File: config.mk
export PLATFORM = sky130hd
export DESIGN_NAME = osp_term_unit
export DESIGN_NICKNAME = d
export VERILOG_FILES = /design/src/rtl/osp_pkg.sv /design/src/rtl/osp_channel.sv /design/src/rtl/osp_trig_map.sv /design/src/rtl/osp_readmux.sv /design/src/rtl/osp_term_unit.sv
export SDC_FILE = /design/constraint.sdc
export NUM_CORES = 1
export LEC_CHECK = 0
export ABC_CLOCK_PERIOD_IN_PS = 2600
export BUFFER_PORTS_ARGS = -buffer_cell sky130_fd_sc_hd__buf_2
export CORE_UTILIZATION = 62
export CTS_CLUSTER_DIAMETER = 50
export DETAILED_ROUTE_END_ITERATION = 16
export PLACE_DENSITY = 0.78
export SLEW_MARGIN = 10
export SYNTH_ARGS = -nofsm -noshare
export SYNTH_HDL_FRONTEND = slang
export SYNTH_SLANG_ARGS = --single-unit
File: constraint.sdc
create_clock -name clk -period 2.6 [get_ports clk]
set_input_delay 0.13 -clock clk [delete_from_list [all_inputs] [get_ports clk]]
set_output_delay 0.13 -clock clk [all_outputs]
set_load 0.02 [all_outputs]
File: src/rtl/osp_pkg.sv
package osp_pkg;
   // register address map (word addresses)
   localparam int ADDR_ENABLE = 0;
   localparam int ADDR_START  = 1;
   localparam int ADDR_STATUS = 2;
   localparam int ADDR_COUNT  = 16;

   // minimum address width needed to reach every counter register
   function automatic int min_addr_bits(input int nch);
      int top;
      int bits;
      top  = ADDR_COUNT + nch - 1;
      bits = 1;
      while ((1 << bits) <= top) bits++;
      return bits;
   endfunction
endpackage

File: src/rtl/osp_channel.sv
module osp_channel #(
   parameter int CW = 16
) (
   input  logic          clk,
   input  logic          rst_n,
   input  logic          load_i,
   input  logic [CW-1:0] load_val_i,
   input  logic          start_i,
   input  logic          term_en_i,
   input  logic          trig_i,
   output logic          run_o,
   output logic [CW-1:0] cnt_o,
   output logic          done_o
);
   localparam logic [CW-1:0] ONE = CW'(1);

   logic          run_q;
   logic [CW-1:0] cnt_q;
   logic          expire;
   logic          force_end;

   assign expire    = run_q && (cnt_q == ONE);
   assign force_end = run_q && term_en_i && trig_i;
   assign done_o    = expire || force_end;

   always_ff @(posedge clk or negedge rst_n) begin
      if (!rst_n) begin
         run_q <= 1'b0;
         cnt_q <= '0;
      end else if (done_o) begin
         run_q <= 1'b0;
         cnt_q <= '0;
      end else if (run_q) begin
         cnt_q <= cnt_q - ONE;
      end else if (load_i) begin
         cnt_q <= load_val_i;
      end else if (start_i && (cnt_q != '0)) begin
         run_q <= 1'b1;
      end
   end

   assign run_o = run_q;
   assign cnt_o = cnt_q;
endmodule

File: src/rtl/osp_trig_map.sv
module osp_trig_map #(
   parameter int HALF = 8
) (
   input  logic [HALF-1:0]   lo_i,
   input  logic [HALF-1:0]   hi_i,
   output logic [2*HALF-1:0] ch_o
);
   for (genvar g = 0; g < HALF; g++) begin : g_map
      assign ch_o[g]        = lo_i[g];
      assign ch_o[g + HALF] = hi_i[g];
   end
endmodule

File: src/rtl/osp_readmux.sv
module osp_readmux
   import osp_pkg::*;
#(
   parameter int NCH = 16,
   parameter int CW  = 16,
   parameter int DW  = 16,
   parameter int AW  = 6
) (
   input  logic [AW-1:0]     addr_i,
   input  logic [NCH-1:0]    en_i,
   input  logic [NCH-1:0]    run_i,
   input  logic [NCH-1:0]    stat_i,
   input  logic [NCH*CW-1:0] cnt_i,
   output logic [DW-1:0]     rdata_o
);
   always_comb begin
      rdata_o = '0;
      if (addr_i == AW'(ADDR_ENABLE)) rdata_o[NCH-1:0] = en_i;
      if (addr_i == AW'(ADDR_START))  rdata_o[NCH-1:0] = run_i;
      if (addr_i == AW'(ADDR_STATUS)) rdata_o[NCH-1:0] = stat_i;
      for (int i = 0; i < NCH; i++) begin
         if (addr_i == AW'(ADDR_COUNT + i)) rdata_o[CW-1:0] = cnt_i[i*CW +: CW];
      end
   end
endmodule

File: src/rtl/osp_term_unit.sv
module osp_term_unit
   import osp_pkg::*;
#(
   parameter int NCH = 16,
   parameter int CW  = 16,
   parameter int DW  = 16,
   parameter int AW  = 6
) (
   input  logic             clk,
   input  logic             rst_n,
   input  logic             standby_i,
   input  logic             bus_wr_i,
   input  logic [AW-1:0]    bus_addr_i,
   input  logic [DW-1:0]    bus_wdata_i,
   output logic [DW-1:0]    bus_rdata_o,
   input  logic [NCH/2-1:0] trig_lo_i,
   input  logic [NCH/2-1:0] trig_hi_i,
   output logic [NCH-1:0]   pulse_o
);
   localparam int HALF = NCH / 2;

   // elaboration-time parameter checks
   if ((NCH < 2) || (NCH % 2 != 0)) begin : g_bad_nch
      $error("NCH must be even and at least 2");
   end
   if ((DW < NCH) || (DW < CW)) begin : g_bad_dw
      $error("DW must cover both NCH and CW");
   end
   if (AW < min_addr_bits(NCH)) begin : g_bad_aw
      $error("AW too narrow for the counter registers");
   end

   logic              wr_enable, wr_start, wr_status;
   logic [NCH-1:0]    en_q;
   logic [NCH-1:0]    status_q;
   logic [NCH-1:0]    run;
   logic [NCH-1:0]    done;
   logic [NCH-1:0]    trig_ch;
   logic [NCH*CW-1:0] cnt_flat;
   logic [NCH-1:0]    clr_mask;

   assign wr_enable = bus_wr_i && (bus_addr_i == AW'(ADDR_ENABLE));
   assign wr_start  = bus_wr_i && (bus_addr_i == AW'(ADDR_START));
   assign wr_status = bus_wr_i && (bus_addr_i == AW'(ADDR_STATUS));
   assign clr_mask  = wr_status ? bus_wdata_i[NCH-1:0] : '0;

   always_ff @(posedge clk or negedge rst_n) begin
      if (!rst_n)         en_q <= '0;
      else if (standby_i) en_q <= '0;
      else if (wr_enable) en_q <= bus_wdata_i[NCH-1:0];
   end

   // a set event wins over a clear written in the same cycle
   always_ff @(posedge clk or negedge rst_n) begin
      if (!rst_n) status_q <= '0;
      else        status_q <= (status_q & ~clr_mask) | done;
   end

   osp_trig_map #(.HALF(HALF)) u_map (
      .lo_i (trig_lo_i),
      .hi_i (trig_hi_i),
      .ch_o (trig_ch)
   );

   for (genvar n = 0; n < NCH; n++) begin : g_ch
      logic ld;
      assign ld = bus_wr_i && (bus_addr_i == AW'(ADDR_COUNT + n));
      osp_channel #(.CW(CW)) u_ch (
         .clk        (clk),
         .rst_n      (rst_n),
         .load_i     (ld),
         .load_val_i (bus_wdata_i[CW-1:0]),
         .start_i    (wr_start && bus_wdata_i[n]),
         .term_en_i  (en_q[n]),
         .trig_i     (trig_ch[n]),
         .run_o      (run[n]),
         .cnt_o      (cnt_flat[n*CW +: CW]),
         .done_o     (done[n])
      );
   end

   osp_readmux #(.NCH(NCH), .CW(CW), .DW(DW), .AW(AW)) u_rd (
      .addr_i  (bus_addr_i),
      .en_i    (en_q),
      .run_i   (run),
      .stat_i  (status_q),
      .cnt_i   (cnt_flat),
      .rdata_o (bus_rdata_o)
   );

   assign pulse_o = run;
endmodule

==> metrics.md, run 1 <==
| Metric | Value |
|---|---|
| Outcome | `finished with violations` |
| Failing checks | `negative setup slack` |
| Router iterations before antenna repair | `8` |
| Synth cell types | `84` |
| Net switching power | `12.55 mW` |
| Max-slew violation count | `0` |
| Ratio of cells with drive above 1 in the final layout | `14.76%` |
| Worst-path clk slew | `60 ps` |
| CP max stage delay | `460 ps` |
| Worst-Margin Slew | `1084 ps` |
| Most frequent cells in the layout | `dfrtp_1, mux2i_1, nand2_1` |
| Synth area leader | `dfrtp_1` |
| Commonest non-fill, non-tap cell in the layout | `dfrtp_1` |
| Total CTS buffers | `41` |
| Initial DRC count | `3133` |
| Area growth syn-to-layout | `13.88%` |
| Worst path most repeated cell | `a31oi_1` |
| Met2 usage | `69.51%` |
| Gr usage total | `48.51%` |
| Synth top area share | `34.89%` |
| Worst Skew | `10.23 ps` |
| Comb power frac | `42.2%` |
| Post-placement cell count | `2967` |
| Pint | `15.38 mW` |
| First-pass GRT wire length | `130000 um` |
| Gr busiest metal | `met2` |
| Worst path bufs/invs | `1` |
| Final worst path period share | `101.9%` |
| FF+latch count, synth | `304` |
| Ys flop type | `dfrtp_1` |
| Nets | `2642` |
| Initial antenna violation count | `6` |
| Nature of the critical path endpoint | `primary output` |
| Asr flop ratio synth | `100.0%` |
| CP max-delay cell | `dfrtp_2` |
| Non-filler cells, final | `3059` |
| Met3 usage | `14.27%` |
| Die area | `35920 um2` |
| Final core occ | `71.87%` |
| Syn Nets | `2593` |
| Final-report hold violation count | `0` |
| Remaining DRCs | `0` |
| Critical path class | `reg -> out` |
| CP startpoint kind | `flip-flop` |
| Via density | `7.168` |
| Setup TNS | `-87.67 ps` |
| Post-synth EDFFs | `0` |
| Max H-tree Level | `2` |
| Fmax | `0.3776 GHz` |
| Sw Share | `44.93%` |
| CTS tree | `yes` |
| Clock share of power | `22.4%` |
| Vias | `21930` |
| Worst-case clock buffer depth | `3` |
| Design Power | `27.92 mW` |
| Routability Congestion | `1.063` |
| Register area share after synthesis | `34.89%` |
| Final min period | `2648 ps` |
| Die Y | `189.5 um` |
| Crit path max fanout | `7` |
| Initial core utilization | `63.11%` |
| PD cells | `1125 nW/um2` |
| Total routed wirelength | `87610 um` |
| Crit path max-delay family | `compound AO/OA/AOI/OAI gates` |
| Crit path arrival time | `2520 ps` |
| Drt wl/cell | `28.64 um` |
| Final setup fails | `4` |
| Synthesized instance count | `2519` |
| Largest net degree at the start of global routing | `80` |
| Hold Crit Class | `in -> reg` |
| Remaining Overflow, GRT | `0` |
| Slew HR | `27.70%` |
| ANT nets after route | `0` |
| Clock root cell | `clkbuf_16` |
| Number of global-route vias before repair | `20710` |
| Row cnt | `68` |
| CP Cell Sequence | `mux2_2 -> o221ai_1 -> o21a_1 -> o31ai_2 -> a31oi_1 -> a31oi_1 -> buf_4` |
| Setup WS post-layout | `-48.29 ps` |
| Input/output buffers | `73` |
| Met1 usage | `66.01%` |
| Die X | `189.5 um` |
| Ports | `74` |
| Leakage | `10.70 nW` |
| Synth area leaders | `dfrtp_1, mux2i_1, o22ai_1, o21ai_0, xnor2_1` |
| Clk sink count | `304` |
| Max-Cap Viols | `0` |
| Worst-Skew Late Latency | `570 ps` |
| Yosys warning count | `0` |
| Syn Area/Cell | `8.655 um2` |
| Sequential power share | `35.4%` |
| Worst IR Drop VDD | `0.0008376 V` |
| Core area | `34540 um2` |
| Critical path data required time | `2470 ps` |
| Mapped cell area | `21800 um2` |
| Detailed placement HPWL | `58740 um` |
## what timing repair did
action | 4_1_cts | 5_1_grt
endpoints found under the hold margin | 88 | 0
gates resized for setup | 22 | 22
setup endpoints to repair | 10 | 12
pin swaps | 3 | 7
setup buffers | 1 | 4
hold buffers | 9 | 0
## power by group through the flow
stage / Combinational (mW) / Sequential [mW] / Clock, mW
after floorplan: 8.59 / 8.31 / 0
after global placement: 10.8 / 9.57 / 0
after detailed placement: 11.2 / 9.66 / 0
after CTS: 11.4 / 9.64 / 6.23
after global routing: 12.8 / 9.98 / 6.42
final: 11.8 / 9.89 / 6.24
## stage by stage
step / cell area (um2) / hold WS, ps / worst slack, ps
floorplan: 21800 / -165.6 / 324.3
global placement: 23050 / 169.3 / 167.8
detailed placement: 23050 / 176.0 / 185.0
CTS: 24710 / 7.959 / 1.597
global route: 24820 / 64.06 / -22.35
finish: 24830 / 29.70 / -48.29
## path summary, 6_finish.rpt
kind	start	endpoint	cells after the start	slack (ps)
max	g_ch[1].u_ch.cnt_o[3]$_DFFE_PN0P_	bus_rdata_o[3]	7	-50
min	trig_lo_i[6]	g_ch[6].u_ch.cnt_o[2]$_DFFE_PN0P_	4	30
max reg2reg	g_ch[3].u_ch.cnt_o[10]$_DFFE_PN0P_	g_ch[3].u_ch.cnt_o[14]$_DFFE_PN0P_	6	140
min reg2reg	status_q[10]$_DFF_PN0_	status_q[10]$_DFF_PN0_	1	500
max in group asynchronous	rst_n	g_ch[12].u_ch.cnt_o[14]$_DFFE_PN0P_	3	1540
min in group asynchronous	rst_n	g_ch[5].u_ch.cnt_o[5]$_DFFE_PN0P_	2	160
## cells by family after synthesis
| group | share of synthesized area, % |
|---|---|
| compound gates | 17.75 |
| xor+xnor | 7.834 |
| fa+ha+maj | 1.837 |
| buf+inv | 5.521 |
| flops | 34.89 |
| mux | 13.88 |
| simple gates | 18.28 |
## flip-flops by register name, indices dropped and copies added (netlist names)
| register | flops |
|---|---|
| g_ch.u_ch.run_o | 16 |
| status_q | 16 |
| g_ch.u_ch.cnt_o | 256 |
| en_q | 16 |
## metal layers
layer | vias to the layer above | part of all wire, %
li1 | 9344 | -
met5 | - | 0.050
met4 | 6 | 6.0
met1 | 10540 | 38
met3 | 363 | 14
met2 | 1673 | 42
## Yosys cell counts (all sizes together), types with 4 or more instances
| cell type | count |
|---|---|
| o311ai | 8 |
| o211ai | 14 |
| o41ai | 4 |
| mux4 | 9 |
| nand3 | 136 |
| o221ai | 16 |
| nor3 | 88 |
| mux2 | 17 |
| o31ai | 10 |
| or4 | 20 |
| inv | 55 |
| o31a | 6 |
| o2bb2ai | 9 |
| nor4 | 56 |
| a22oi | 9 |
| a31oi | 10 |
| a21boi | 5 |
| o21ai | 191 |
| nand4b | 8 |
| nand2 | 210 |
| a211oi | 9 |
| nor2 | 165 |
| nand3b | 16 |
| a21oi | 109 |
| xor2 | 89 |
| clkbuf | 136 |
| nand4 | 12 |
| buf | 88 |
| a221o | 14 |
| nand2b | 19 |
| and3 | 10 |
| a2bb2oi | 5 |
| mux2i | 263 |
| or3 | 18 |
| nor2b | 15 |
| ha | 32 |
| nor4b | 6 |
| xnor2 | 106 |
| o2111ai | 4 |
| a22o | 9 |
| or2 | 6 |
| nor3b | 5 |
| o22ai | 159 |
| dfrtp | 304 |
## worst register-to-register path, cell delays in order, from the launching register on
cell,delay (ps)
dfrtp_1,490
or4_1,630
nor4_1,470
nand4b_1,230
nand3_1,190
buf_4,200
o22ai_1,120
## cell type report
class	instances	area, um2
Sequential cell	304	7621
Tap cell	455	569.3
Timing Repair Buffer	230	1780
Inverter	56	210.2
Clock inverter	21	290.3
Fill cell	2577	9716
Antenna cell	3	7.507
Clock buffer	55	1211
Multi-Input combinational cell	1935	13140
(Power assumes the default switching activity.)
==> run 2, diff against run 1 <==
- CTS_BUF_LIST: unset -> sky130_fd_sc_hd__clkbuf_8
- MAX_ROUTING_LAYER: unset -> met4
- SYNTH_HIERARCHICAL: unset -> 1
==> run 2 against run 1 <==
  * The run still ends with negative setup slack left
  * Sequential power hardly changed
  * Non-clock buffer count is 51 higher
  * Die area increased by 6.5%
  * Fmax shrank 3.8%
  * Cell area up 7.1%
  * Power rose by 2.4%
  * Clock power is 22% lower
  * Global-route usage shrank 0.73 points
  * Critical path type unchanged
==> metrics.md, run 2 <==
| Metric | Value |
|---|---|
| Simple-Gate Fraction of Synth Area | `23.74% (+5.5 points)` |
| Yosys warning count | `6 (+6)` |
| Ys flop type | `dfrtp_1` |
| Non-filler cells, final | `3266 (+6.8%)` |
| Largest net degree at the start of global routing | `81 (+1.3%)` |
| CTS tree | `yes` |
| Router iterations before antenna repair | `9 (+1)` |
| Worst-Skew Late Latency | `700 ps (+130 ps)` |
| Nets | `2832 (+7.2%)` |
| Commonest non-fill, non-tap cell in the layout | `dfrtp_1` |
| CP startpoint kind | `flip-flop` |
| Total CTS buffers | `56 (+37%)` |
| Comb power frac | `47.2% (+5.0 points)` |
| CP max-delay cell | `a222oi_1` |
| Slew HR | `38.19% (+10 points)` |
| Via density | `7.195 (+0.38%)` |
| Gr usage total | `47.78% (-0.73 points)` |
| Total routed wirelength | `89290 um (+1.9%)` |
| First-pass GRT wire length | `135000 um (+3.8%)` |
| Input/output buffers | `73 (unchanged)` |
| Crit path arrival time | `2620 ps (+100 ps)` |
| Row cnt | `70 (+2.9%)` |
| Crit path max-delay family | `compound AO/OA/AOI/OAI gates` |
| Initial DRC count | `2947 (-5.9%)` |
| Crit path max fanout | `2 (-5)` |
| Asr flop ratio synth | `100.0% (unchanged)` |
| Detailed placement HPWL | `61100 um (+4.0%)` |
| RSZ-0062 raised after global routing | `true` |
| Final-report hold violation count | `0 (unchanged)` |
| Largest family of logic cells by synthesized area | `simple AND/OR/NAND/NOR gates` |
| Die area | `38260 um2 (+6.5%)` |
| FF+latch count, synth | `304 (unchanged)` |
| Fmax | `0.3633 GHz (-3.8%)` |
| Max H-tree Level | `2 (unchanged)` |
| Failing checks | `negative setup slack` |
| Remaining Overflow, GRT | `0 (unchanged)` |
| Initial antenna violation count | `0 (-6)` |
| Max-slew violation count | `0 (unchanged)` |
| Synth cell types | `90 (+7.1%)` |
| WHS | `55.82 ps (+26.12 ps)` |
| Post-Synth XOR/XNOR Area | `5.464% (-2.4 points)` |
| Synthesized instance count | `2593 (+2.9%)` |
| Critical path class | `reg -> out` |
| Synth top area share | `32.73% (-2.2 points)` |
| Sequential power share | `35.8% (+0.4 points)` |
| Worst-Margin Slew | `927.2 ps (-157.3 ps)` |
| Top cells by count, synth | `dfrtp_1, nand2_1, mux2i_1, nor2_1, o22ai_1` |
| R2R Path Start | `g_ch[9].u_ch/cnt_o[0]$_DFFE_PN0P_` |
| Most frequent cells in the layout | `dfrtp_1, nand2_1, mux2i_1` |
| Mux contribution to synthesized area | `11.28% (-2.6 points)` |
| Area growth syn-to-layout | `14.45%` |
| Final core occ | `72.31% (+0.44 points)` |
| Worst IR Drop VDD | `0.0008699 V (+3.9%)` |
| Post-placement cell count | `3113 (+4.9%)` |
| Synth area leader | `dfrtp_1` |
| Pint | `15.25 mW (-0.83%)` |
| Worst Skew | `34.07 ps (+23.84 ps)` |
| Critical path data required time | `2470 ps (about the same)` |
| Most common cell in the netlist | `dfrtp_1` |
| Number of diodes | `0 (-3)` |
| ANT nets after route | `0 (unchanged)` |
| Vias | `23500 (+7.2%)` |
| Syn Area/Cell | `8.963 um2 (+3.6%)` |
| Register area share after synthesis | `32.73% (-2.2 points)` |
| Synth Area in Adders | `1.723% (-0.11 points)` |
| Setup WS post-layout | `-152.2 ps (-103.9 ps)` |
| Die Y | `195.6 um (+3.2%)` |
| Initial core utilization | `63.18% (+0.068 points)` |
| Drt wl/cell | `27.34 um (-4.5%)` |
| Cell count of the worst reg-to-reg path | `7 (+1)` |
| Clk sink count | `304 (unchanged)` |
| Max reg flops | `256 (unchanged)` |
| CP startpoint | `g_ch[0].u_ch/cnt_o[5]$_DFFE_PN0P_` |
| Routability Congestion | `1.115 (+4.9%)` |
| PD cells | `1075 nW/um2 (-4.5%)` |
| Clock share of power | `16.9% (-5.5 points)` |
| Die X | `195.6 um (+3.2%)` |
| CP Cell Sequence | `mux2i_2 -> o21ai_1 -> nand2_1 -> a31o_1 -> a222oi_1 -> o22a_1 -> buf_6` |
| Final setup fails | `5 (+1)` |
| Max-Cap Viols | `0 (unchanged)` |
| Outcome | `finished with violations` |
| Mapped cell area | `23240 um2 (+6.6%)` |
| Remaining DRCs | `0 (unchanged)` |
| Nature of the critical path endpoint | `primary output` |
| Sw Share | `46.65% (+1.7 points)` |
| Worst-case clock buffer depth | `3 (unchanged)` |
| Post-synth EDFFs | `0 (unchanged)` |
| Net switching power | `13.34 mW (+6.3%)` |
| CP Depth | `7 (unchanged)` |
| Hold Crit Class | `in -> async` |
| Clock root cell | `clkbuf_8` |
| Syn Nets | `2667 (+2.9%)` |
| Setup TNS | `-444.8 ps (-357.1 ps)` |
| Final worst path period share | `105.9% (+4.0 points)` |
| Core area | `36790 um2 (+6.5%)` |
| Worst path bufs/invs | `1 (unchanged)` |
| Synth area leaders | `dfrtp_1, mux2i_1, o22ai_1, nand2_1, xnor2_1` |
| Post-synthesis compound-gate area fraction | `20.03% (+2.3 points)` |
| CP max stage delay | `550 ps (+90 ps)` |
| Leakage | `10.76 nW (+0.55%)` |
| Ratio of cells with drive above 1 in the final layout | `20.41% (+5.6 points)` |
| Worst-path clk slew | `70 ps (about the same)` |
| Ports | `74 (unchanged)` |
| Number of global-route vias before repair | `22190 (+7.2%)` |
| Final min period | `2752 ps (+103.9 ps)` |
-- run 2: cells by family after synthesis --
| group | count (synthesis) |
|---|---|
| and+or+nand+nor | 943 |
| xor gates and xnor gates | 145 |
| buffers and inverters | 243 |
| muxes | 249 |
| AOI/OAI and AO/OA | 677 |
| DFF | 304 |
| adders and majority gates | 32 |
-- run 2: metrics by stage --
step	instance area (um2)	setup WS, ps	total power, mW
after global routing	26600	-137.9	30.13
after detailed placement	24610	-21.91	22.57
after floorplan	23240	360.4	18.41
final	26600	-152.2	28.59
after CTS	26350	-142.4	27.84
after global placement	24610	-33.51	22.07
-- run 2: layout make-up --
class                           instances  area (um2)
Sequential cell                       304        7660
Inverter                               69       259.0
Timing Repair Buffer                  281        2186
Tap cell                              468       585.6
Multi-Input combinational cell       2046       14740
Fill cell                            2766       10190
Clock inverter                         22       125.1
Clock buffer                           76        1046
-- run 2: timing repair --
item                       in CTS  in global routing
buffers inserted               20                 18
cloned                          0                  0
hold buffers                   18                  0
hold endpoints to repair      218                  0
resized for setup              85                 45
pin swaps                      22                 23
setup endpoints to repair      14                 15
-- run 2: power by group through the flow --
stage / logic, mW / registers [mW] / clock network, mW
6_report: 13.5 / 10.2 / 4.84
5_1_grt: 14.6 / 10.4 / 5.09
4_1_cts: 12.9 / 10.1 / 4.88
3_3_place_gp: 11.9 / 10.2 / 0
3_5_place_dp: 12.3 / 10.2 / 0
2_1_floorplan: 9.45 / 8.96 / 0
-- run 2: worst paths after layout --
kind | slack, ps | endpoint
max | -150 | bus_rdata_o[5]
max reg2reg | 160 | status_q[9]$_DFF_PN0_
min reg2reg | 560 | status_q[10]$_DFF_PN0_
min | 60 | g_ch[0].u_ch/cnt_o[2]$_DFFE_PN0P_
max in group asynchronous | 1660 | g_ch[8].u_ch/cnt_o[9]$_DFFE_PN0P_
min in group clk | 80 | status_q[15]$_DFF_PN0_
-- run 2: routing by layer --
layer | GRT usage (%) | vias up | wire, um
li1 | - | 10150 | -
met3 | 10.14 | 369 | 10520
met5 | - | - | 0
met2 | 68.80 | 1553 | 38500
met4 | 27.73 | 0 | 6028
met1 | 62.13 | 11430 | 34250
-- run 2: worst register-to-register path: stages (launching register included) --
cell and delay [ps]:
dfrtp_1 540, ha_1 190, or4b_2 600, or4_4 520
nand2_2 160, and2_1 160, inv_1 40, a31oi_1 140
